`src/rtl/mr0_pkg.sv`:
```
package mr0_pkg;

  localparam int ADDR_W = 15;
  localparam int BA_W   = 3;
  localparam int N_WR   = 8;

  // Field positions in the row-address word (decoded by the device)
  localparam int POS_BL   = 0;
  localparam int POS_CL0  = 2;
  localparam int POS_BT   = 3;
  localparam int POS_CLH  = 4;
  localparam int POS_TM   = 7;
  localparam int POS_DLL  = 8;
  localparam int POS_WR   = 9;
  localparam int POS_PD   = 12;

  typedef enum logic [1:0] {
    BLM_FIX8 = 2'b00,
    BLM_OTF  = 2'b01,
    BLM_FIX4 = 2'b10,
    BLM_RSVD = 2'b11
  } blm_e;

  typedef enum logic [1:0] {
    SQ_IDLE = 2'd0,
    SQ_CMD  = 2'd1,
    SQ_BUSY = 2'd2
  } seq_state_e;

  // Ascending list of encodable write-recovery cycle counts
  function automatic logic [4:0] wr_step(input int idx);
    if (idx < 4) return 5'(5 + idx);
    else         return 5'(10 + 2 * (idx - 4));
  endfunction

  // Field code for list entry idx; the largest entry wraps to zero
  function automatic logic [2:0] wr_code(input int idx);
    if (idx == N_WR - 1) return 3'b000;
    else                 return 3'(idx + 1);
  endfunction

endpackage

```
`src/rtl/mr0_wr_encoder.sv`:
```
module mr0_wr_encoder
  import mr0_pkg::*;
#(
  parameter int TW = 16
) (
  input  logic [TW-1:0] twr_ps,
  input  logic [TW-1:0] tck_ps,
  output logic [2:0]    wr_field,
  output logic          wr_err
);

  localparam int        QW  = TW + 1;
  localparam logic [QW-1:0] ONE = {{TW{1'b0}}, 1'b1};

  logic          tck_zero;
  logic [QW-1:0] divisor;
  logic [QW-1:0] numer;
  logic [QW-1:0] min_cyc;
  logic          found;
  logic [4:0]    pick_cyc;

  assign tck_zero = (tck_ps == '0);
  assign divisor  = tck_zero ? ONE : {1'b0, tck_ps};
  assign numer    = {1'b0, twr_ps} + divisor - ONE;
  assign min_cyc  = numer / divisor;

  always_comb begin
    found    = 1'b0;
    wr_field = 3'b000;
    pick_cyc = 5'd0;
    for (int i = 0; i < N_WR; i++) begin
      if (!found && ({{(QW-5){1'b0}}, wr_step(i)} >= min_cyc)) begin
        found    = 1'b1;
        wr_field = wr_code(i);
        pick_cyc = wr_step(i);
      end
    end
    wr_err = tck_zero || !found;
  end

  // the chosen count covers the minimum, and the minimum is tight
  always_comb begin
    if (!wr_err) begin
      p_wr_covers_min_r5: assert ({{(QW-5){1'b0}}, pick_cyc} >= min_cyc);
      p_wr_min_tight_r5: assert (min_cyc * divisor >= {1'b0, twr_ps});
    end
  end

endmodule

```
`src/rtl/mr0_cl_encoder.sv`:
```
module mr0_cl_encoder
  import mr0_pkg::*;
(
  input  logic [4:0] cas_lat,
  input  logic [1:0] bl_mode,
  output logic [3:0] cl_code,
  output logic       cl_err,
  output logic       bl_err
);

  logic       lo_band;
  logic       hi_band;
  logic [4:0] lo_off;
  logic [4:0] hi_off;

  assign lo_band = (cas_lat >= 5'd5)  && (cas_lat <= 5'd11);
  assign hi_band = (cas_lat >= 5'd12) && (cas_lat <= 5'd16);
  assign lo_off  = cas_lat - 5'd4;
  assign hi_off  = cas_lat - 5'd12;

  // cl_code = {upper three bits, split low bit}
  always_comb begin
    if (hi_band)      cl_code = {hi_off[2:0], 1'b1};
    else if (lo_band) cl_code = {lo_off[2:0], 1'b0};
    else              cl_code = 4'b0000;
  end

  assign cl_err = !(lo_band || hi_band);
  assign bl_err = (blm_e'(bl_mode) == BLM_RSVD);

  // a legal latency never yields the all-zero code
  always_comb begin
    if (!cl_err) p_cl_code_live_r4: assert (cl_code != 4'b0000);
  end

endmodule

```
`src/rtl/mr0_cmd_seq.sv`:
```
module mr0_cmd_seq
  import mr0_pkg::*;
#(
  parameter int TMRD = 4,
  parameter int AW   = ADDR_W,
  parameter int BW   = BA_W
) (
  input  logic          clk,
  input  logic          rst_n,
  input  logic          start_valid,
  output logic          start_ready,
  input  logic          cfg_err,
  input  logic [AW-1:0] addr_word,
  output logic          cs_n,
  output logic          ras_n,
  output logic          cas_n,
  output logic          we_n,
  output logic [BW-1:0] ba,
  output logic [AW-1:0] addr
);

  localparam int CW = (TMRD < 2) ? 1 : $clog2(TMRD + 1);
  localparam logic [CW-1:0] CNT_LOAD = CW'(TMRD - 1);

  seq_state_e    state;
  logic [CW-1:0] cnt;
  logic          accept;

  assign start_ready = (state == SQ_IDLE);
  assign accept      = start_valid && start_ready;

  always_ff @(posedge clk or negedge rst_n) begin
    if (!rst_n) begin
      state <= SQ_IDLE;
      cnt   <= '0;
      cs_n  <= 1'b1;
      ras_n <= 1'b1;
      cas_n <= 1'b1;
      we_n  <= 1'b1;
      ba    <= '0;
      addr  <= '0;
    end else begin
      unique case (state)
        SQ_IDLE: begin
          if (accept && !cfg_err) begin
            state <= SQ_CMD;
            cs_n  <= 1'b0;
            ras_n <= 1'b0;
            cas_n <= 1'b0;
            we_n  <= 1'b0;
            ba    <= '0;
            addr  <= addr_word;
          end
        end
        SQ_CMD: begin
          state <= SQ_BUSY;
          cnt   <= CNT_LOAD;
          cs_n  <= 1'b1;
          ras_n <= 1'b1;
          cas_n <= 1'b1;
          we_n  <= 1'b1;
          addr  <= '0;
        end
        SQ_BUSY: begin
          if (cnt == '0) state <= SQ_IDLE;
          else           cnt   <= cnt - 1'b1;
        end
        default: state <= SQ_IDLE;
      endcase
    end
  end

  p_cmd_single_r8: assert property (@(posedge clk) disable iff (!rst_n)
    !cs_n |=> cs_n);

  p_cmd_strobes_r1: assert property (@(posedge clk) disable iff (!rst_n)
    !cs_n |-> (!ras_n && !cas_n && !we_n && ba == '0 && addr[AW-1:AW-2] == 2'b00));

  p_idle_quiet_r1: assert property (@(posedge clk) disable iff (!rst_n)
    cs_n |-> (ras_n && cas_n && we_n && ba == '0 && addr == '0));

  p_cmd_not_ready_r9: assert property (@(posedge clk) disable iff (!rst_n)
    !cs_n |-> !start_ready);

  p_busy_ignores_r9: assert property (@(posedge clk) disable iff (!rst_n)
    (!start_ready && cs_n) |=> cs_n);

  p_drop_bad_r10: assert property (@(posedge clk) disable iff (!rst_n)
    (start_valid && start_ready && cfg_err) |=> (cs_n && start_ready));

endmodule

```
`src/rtl/mr0_cmd_encoder.sv`:
```
module mr0_cmd_encoder
  import mr0_pkg::*;
#(
  parameter int TMRD = 4,
  parameter int TW   = 16
) (
  input  logic          clk,
  input  logic          rst_n,
  input  logic          start_valid,
  output logic          start_ready,
  input  logic [1:0]    bl_mode,
  input  logic          burst_interleave,
  input  logic [4:0]    cas_lat,
  input  logic          dll_reset,
  input  logic          test_mode,
  input  logic          pd_fast_exit,
  input  logic [TW-1:0] twr_ps,
  input  logic [TW-1:0] tck_ps,
  output logic          cfg_error,
  output logic          cmd_cs_n,
  output logic          cmd_ras_n,
  output logic          cmd_cas_n,
  output logic          cmd_we_n,
  output logic [BA_W-1:0]   cmd_ba,
  output logic [ADDR_W-1:0] cmd_addr
);

  logic [2:0]        wr_field;
  logic              wr_err;
  logic [3:0]        cl_code;
  logic              cl_err;
  logic              bl_err;
  logic [ADDR_W-1:0] word;

  mr0_wr_encoder #(.TW(TW)) u_wr (
    .twr_ps   (twr_ps),
    .tck_ps   (tck_ps),
    .wr_field (wr_field),
    .wr_err   (wr_err)
  );

  mr0_cl_encoder u_cl (
    .cas_lat (cas_lat),
    .bl_mode (bl_mode),
    .cl_code (cl_code),
    .cl_err  (cl_err),
    .bl_err  (bl_err)
  );

  always_comb begin
    word                     = '0;
    word[POS_BL +: 2]        = bl_mode;
    word[POS_CL0]            = cl_code[0];
    word[POS_BT]             = burst_interleave;
    word[POS_CLH +: 3]       = cl_code[3:1];
    word[POS_TM]             = test_mode;
    word[POS_DLL]            = dll_reset;
    word[POS_WR +: 3]        = wr_field;
    word[POS_PD]             = pd_fast_exit;
  end

  assign cfg_error = wr_err || cl_err || bl_err;

  mr0_cmd_seq #(.TMRD(TMRD), .AW(ADDR_W), .BW(BA_W)) u_seq (
    .clk         (clk),
    .rst_n       (rst_n),
    .start_valid (start_valid),
    .start_ready (start_ready),
    .cfg_err     (cfg_error),
    .addr_word   (word),
    .cs_n        (cmd_cs_n),
    .ras_n       (cmd_ras_n),
    .cas_n       (cmd_cas_n),
    .we_n        (cmd_we_n),
    .ba          (cmd_ba),
    .addr        (cmd_addr)
  );

endmodule

```
`config.mk`:
```
export PLATFORM = sky130hd
export DESIGN_NAME = mr0_cmd_encoder
export DESIGN_NICKNAME = d
export VERILOG_FILES = /design/src/rtl/mr0_pkg.sv /design/src/rtl/mr0_wr_encoder.sv /design/src/rtl/mr0_cl_encoder.sv /design/src/rtl/mr0_cmd_seq.sv /design/src/rtl/mr0_cmd_encoder.sv
export SDC_FILE = /design/constraint.sdc
export NUM_CORES = 1
export LEC_CHECK = 0
export ABC_AREA = 1
export BUFFER_PORTS_ARGS = -buffer_cell sky130_fd_sc_hd__buf_4
export CAP_MARGIN = 40
export CORE_ASPECT_RATIO = 0.6
export CORE_UTILIZATION = 56
export DETAILED_ROUTE_END_ITERATION = 16
export PLACE_DENSITY = 0.85
export SYNTH_ARGS = -nofsm -noshare
export SYNTH_HDL_FRONTEND = slang
export SYNTH_SLANG_ARGS = --single-unit
```
`constraint.sdc`:
```
create_clock -name clk -period 36.7 [get_ports clk]
set_input_delay 1.835 -clock clk [delete_from_list [all_inputs] [get_ports clk]]
set_output_delay 1.835 -clock clk [all_outputs]
set_load 0.01 [all_outputs]
```
# Word-level counts from Yosys, hierarchy flattened

Index checks and enable logic that the tools add are counted.

Bits in registers: 21
Latch bits: 0
Bits in read-only memories: 0
Memories kept: 0
RAM bits: 0
Logic and storage cells: 89
Input bits: 46

Add/sub/neg operators: 5
Reduce and logical (&&, ||, !) cells: 33
Shift-type cells: 0
Mux-type cells: 28
Equal/unequal tests: 6
Multiply operators: 0
Magnitude comparators: 12
Bitwise operators: 0
Div/mod/pow operators: 1

Operator list:

| kind                                                              | number |
|---|---|
| greater-or-equal comparator 4 x 17 -> 1 bit, first input constant | 4 |
| greater-or-equal comparator 3 x 17 -> 1 bit, first input constant | 3 |
| case mux 15 bit (2 select lines)                                  | 1 |
| two-way mux 3 bit                                                 | 8 |
| adder 16 x 17 -> 17 bit                                           | 1 |
| divider 17 x 17 -> 17 bit                                         | 1 |
| greater-or-equal comparator 5 x 17 -> 1 bit, first input constant | 1 |
| subtractor 17 x 1 -> 17 bit, second input constant                | 1 |
| logical NOT 16 bit                                                | 1 |
| two-way mux 16 bit                                                | 1 |
| two-way mux 15 bit                                                | 1 |
| logical AND 1 bit                                                 | 11 |
| logical NOT 1 bit                                                 | 10 |
| two-way mux 1 bit                                                 | 10 |
| two-way mux 4 bit                                                 | 2 |
| case mux 2 bit (3 select lines)                                   | 1 |
| case mux 3 bit (2 select lines)                                   | 1 |
| AND reduction 2 bit                                               | 3 |
| subtractor 3 bit, second input constant                           | 2 |
| greater-or-equal comparator 5 x 3 -> 1 bit, second input constant | 1 |
| greater-or-equal comparator 5 x 4 -> 1 bit, second input constant | 1 |
| <= comparator 5 x 4 -> 1 bit, second input constant               | 1 |
| <= comparator 5 bit, second input constant                        | 1 |
| == test 2 bit, second input constant                              | 2 |
| 10 further kinds                                                  | 16 |

# Longest topological paths before layout

Word-level depth: 36
Gate-level depth with buffers: 269
Gate-level depth less buffers: 263

# Hierarchy

From an unflattened synthesis, not the netlist that was laid out.

Cells, all modules: 1552
Area, all modules: 10032.1 um2

By module, submodules not included:

| module          | cells each | instances | area each (um2) |
|---|---|---|---|
| mr0_wr_encoder  | 1415       | 1         | 8911.0 |
| mr0_cmd_seq     | 106        | 1         | 975.9 |
| mr0_cl_encoder  | 27         | 1         | 130.1 |
| mr0_cmd_encoder | 4          | 1         | 15.0 |

# Least setup slack after synthesis

OpenSTA, ideal clock, no wires.

Kind: input to output
Start point: input port tck_ps[9]
End point: output port cfg_error
Setup slack: 2699 ps
Arrival time: 32166 ps
Stages: 251
Cell sequence: inv_1 -> nand3_2 -> nor2_4 -> inv_1 -> nor2_2 -> inv_1 -> nor3_1 -> nor2_1 -> ha_1 -> inv_1 -> ha_1 -> nand2_1 -> nand2_1 -> nand3_2 -> nand2_2 -> nand2_1 -> nand2_1 -> nand2_1 -> [215 not listed] -> clkbuf_1 -> nand2_1 -> o21ai_0 -> ha_1 -> a21oi_1 -> o21ai_0 -> nand3_1 -> a21oi_1 -> nor2_1 -> o21a_1 -> o221ai_1 -> a221o_1 -> nand2_1 -> nand3_1 -> nor2_1 -> nand3_2 -> nand2_2 -> nand2_1

Word-level cells in the longest chain between the ends: 32
Elaborated cells on any way between the ends: 39

Ends and longest elaborated chain:

| what                                        | RTL line              | text |
|---|---|---|
| start: declaration                          | mr0_cmd_encoder.sv:18 | `input logic [TW-1:0] tck_ps,` |
| logical NOT 16 bit                          | mr0_wr_encoder.sv:22  | `assign tck_zero = (tck_ps == '0);` |
| two-way mux 16 bit                          | mr0_wr_encoder.sv:23  | `assign divisor = tck_zero ? ONE : {1'b0, tck_ps};` |
| adder 16 x 17 -> 17 bit                     | mr0_wr_encoder.sv:24  | `assign numer = {1'b0, twr_ps} + divisor - ONE;` |
| subtractor 17 x 1 -> 17 bit                 | mr0_wr_encoder.sv:24  |  |
| divider 17 x 17 -> 17 bit                   | mr0_wr_encoder.sv:25  | `assign min_cyc = numer / divisor;` |
| greater-or-equal comparator 3 x 17 -> 1 bit | mr0_wr_encoder.sv:32  | `if (!found && ({{(QW-5){1'b0}}, wr_step(i)} >= min_cyc)) begin` |
| two-way mux 1 bit                           | mr0_wr_encoder.sv:32  |  |
| logical NOT 1 bit                           | mr0_wr_encoder.sv:32  |  |
| [15 not listed]                             | --                    |  |
| logical AND 1 bit                           | mr0_wr_encoder.sv:32  |  |
| two-way mux 1 bit                           | mr0_wr_encoder.sv:32  |  |
| logical NOT 1 bit                           | mr0_wr_encoder.sv:32  |  |
| logical AND 1 bit                           | mr0_wr_encoder.sv:32  |  |
| two-way mux 1 bit                           | mr0_wr_encoder.sv:32  |  |
| logical NOT 1 bit                           | mr0_wr_encoder.sv:38  | `wr_err = tck_zero \|\| !found;` |
| logical OR 1 bit (*)                        | mr0_wr_encoder.sv:38  |  |
| logical OR 1 bit (*) (2 in series)          | mr0_cmd_encoder.sv:62 | `assign cfg_error = wr_err \|\| cl_err \|\| bl_err;` |
| end: declaration                            | mr0_cmd_encoder.sv:19 | `output logic cfg_error,` |

Every way passes the cells marked *; elsewhere a longest branch is shown, timed or not.

# Final worst setup path

Start point: input port tck_ps[12]
End point: output port cfg_error

The elaborated chain is that of the path after synthesis.

==> out/metrics.cfg <==
[run_status]
run_status = completed

[route]
drt.antenna.violating_nets = 0
drt-wirelength-per-cell_um = 16.52
vias = 11460
post_drt_via_cell_ratio = 5.784
iteration_count_of_the_initial_detailed_routing_pass = 8
detailedRoute.firstIterationViolations = 1340
postRouteWirelength_um = 32730
remaining_drc_errors = 0

[die]
initial_utilization_pct = 58.49
chipWidth_um = 171.9
pin_count = 70
num_rows = 36
die_boundary_height_um = 103.9
design.die.area_um2 = 17860
design.core.area_um2 = 16580

[cts]
cts_inserted_buffers = 3
path_clk_slew_ns = 0.06
insertion_delay_ns = 0.25
tritoncts_clock_tree = done
clock_sink_count = 19
cts.htree.levels = 1
clk_path_buf_depth = 2
cts.hold.buffers_added = 0
clock-root-buffer = sky130_fd_sc_hd__clkbuf_16

[timing]
postLayoutSetupSlackWorst_ns = 1.430
worst-slew-pin-transition_ns = 0.6965
min_period_over_period_pct = 96.10
max_clk_rate_mhz = 28.35
drv_slew = 0
setup_total_negative_slack_ns = 0
post-route-min-period_ns = 35.27
setup_viol_count_final = 0
hold_viol = 0
slew-limit-headroom_pct = 53.14
finalClockSkew_ns = 0.005382
hold-worst-slack_ns = 0.4916

[power_and_ir_drop]
share_clk_of_total_power_pct = 2.9
internal_power_w = 0.0003384
power.share.sequential_pct = 4.8
ir_drop_mv = 0.03380
switching_share_pct = 57.14
leakage_nw = 6.759
power_density_nw_per_um2 = 66.86
total_switching_power_w = 0.0004511
combPwrFrac_pct = 92.3

[final_layout]
share_of_the_core_filled_with_cells_pct = 71.23
syn2layout_area_growth_pct = 21.78
number_of_standard_cells_in_the_layout_taps_in_and_fillers_out = 1981
antenna-diode-count = 0
post_route_cells_drive_above_1_share_pct = 20.76
num-fill-cells = 1349
num-nets-final = 1988

[synthesis]
yosysWarnings = 0
synthFlopType = sky130_fd_sc_hd__dfrtp_1
asyncSetResetFlopFracSynth_pct = 100.0
ys_seq_area_share_pct = 4.917
post_synth_num_cell_types = 58
synth-edff-count = 0
post_synthesis_cell_area_um2 = 9696
post_synth.cell_area_avg_um2 = 6.007
synth-seq-cells = 19
synth_cells = 1614

[global_route]
via_count_of_the_first_global_routing_pass = 9625
groute.usage.overall_pct = 33.38
grt_pass1_wl_um = 47890
gr-total-overflow = 0
maximum_number_of_pins_on_one_net_before_global_route_repair = 20
grt_antenna_before_repair = 0

[critical_path]
worst_ep_arrival_time_ns = 33.44
timing.critical_path.mode_cell = sky130_fd_sc_hd__nand2_1
worst-setup-path-type = in2out
crit_path_max_incr_delay_ns = 0.38
crit_path_end_kind = primary output
crit_path_top_delay_cell = sky130_fd_sc_hd__ha_1
crit_start_category = input pin
required_ns = 34.86
worstPathMaxFanout = 9

[place]
post-place-cells = 1924
post-place-ws_ns = -0.6114
globalplace.congestion = 1.028
dp_hpwl_um = 24470
portBuffers = 64

[job]
drv.max_cap_violation_count = 0

[min_path]
worst_hold_path_type = reg2reg

## stage by stage
step	power [W]	area, µm²
2_1_floorplan	0.0005008	9711
3_3_place_gp	0.0006218	10610
3_5_place_dp	0.0006470	10620
4_1_cts	0.0006777	10730
5_1_grt	0.0008634	11810
6_report	0.0007895	11810
## path summary, 6_finish.rpt
| kind | start | end | cells past startpoint | slack, ns |
|---|---|---|---|---|
| min reg2reg | u_seq.cnt[0] | u_seq.cnt[0] | 1 | 0.49 |
| max reg2reg | u_seq.state[1] | u_seq.addr[7] | 5 | 35.11 |
| max | tck_ps[12] | cfg_error | 251 | 1.43 |
| max in group asynchronous | rst_n | u_seq.ras_n | 1 | 34.97 |
| min in group asynchronous | rst_n | u_seq.addr[9] | 1 | 1.46 |
| min | u_seq.cnt[0] | u_seq.cnt[0] | 1 | 0.49 |
## cells by family after synthesis
family,count (synthesis),share of synthesized area (%)
flip-flops,19,4.917
AND/OR/NAND/NOR,706,32.46
adder cells (fa/ha/maj),188,24.34
multiplexers,2,0.2065
XOR/XNOR,89,8.040
buffers and inverters,332,13.37
other,1,0.03868
AO/OA/AOI/OAI,277,16.63
## power groups by stage
stage          Clock [W]  Combinational, W  Sequential [W]
2_1_floorplan          0          0.000461       0.0000397
3_3_place_gp           0          0.000585       0.0000367
3_5_place_dp           0          0.000610       0.0000373
4_1_cts        0.0000231          0.000617       0.0000374
5_1_grt        0.0000238          0.000801       0.0000386
6_report       0.0000229          0.000729       0.0000376
## timing repair
item | in CTS | in global routing
endpoints found under the setup margin | 1 | 16
resized for setup | 13 | 180
gates cloned | 0 | 2
pin swaps | 0 | 80
setup buffers | 0 | 51
## worst max-delay path, delay by kind of cell
kind            cells  cell delay, ns
compound gates     70           10.53
buf+inv            35            3.17
fa+ha+maj          19            5.16
simple gates      127           12.63
## synth_stat cells, drive strengths merged (7+ instances only)
cell	count	area share (%)
a21o	13	1.0
a21oi	95	5.3
buf	16	1.1
clkbuf	7	0.27
dfrtp	18	4.6
ha	187	24
inv	308	12
nand2	424	17
nand3	94	6.1
nand4	18	1.2
nor2	114	4.8
nor3	19	0.98
o21ai	114	5.9
o21bai	17	1.4
or2	16	1.0
xnor2	31	2.8
xor2	58	5.2
## sequential cells by signal, indices dropped and copies added, names as in the netlist
name,flops
u_seq.addr,13
u_seq.ras_n,1
u_seq.state,2
u_seq.cnt,3
## per-layer routing
layer	part of all wire [%]	vias to the layer above	routed length [µm]	GRT usage [%]
li1	-	5505	-	-
met1	45	5210	14700	52.03
met2	40	667	12970	46.65
met5	0	-	0	0
met4	2.4	0	786	4.488
met3	13	76	4265	7.154
## placed cells by master (no fill, tap or decap), types with 31 or more instances in the layout
cell type and n:
sky130_fd_sc_hd__nand2_1 390, sky130_fd_sc_hd__inv_1 281, sky130_fd_sc_hd__ha_1 170, sky130_fd_sc_hd__buf_4 150, sky130_fd_sc_hd__nor2_1 95, sky130_fd_sc_hd__nand3_1 68, sky130_fd_sc_hd__a21oi_1 68, sky130_fd_sc_hd__o21ai_0 59
sky130_fd_sc_hd__xor2_1 58, sky130_fd_sc_hd__o21ai_1 33, sky130_fd_sc_hd__xnor2_1 31
## area by class of cell
type	instances	area, µm²	share of cell area (%)
Timing Repair Buffer	153	1154	9.770
Tap cell	228	285.3	2.416
Sequential cell	19	476.7	4.037
Timing Repair inverter	1	5.005	0.04239
Multi-Input combinational cell	1267	8621	73.01
Clock buffer	4	78.83	0.6676
Inverter	309	1187	10.06
(Power assumes the default switching activity.)
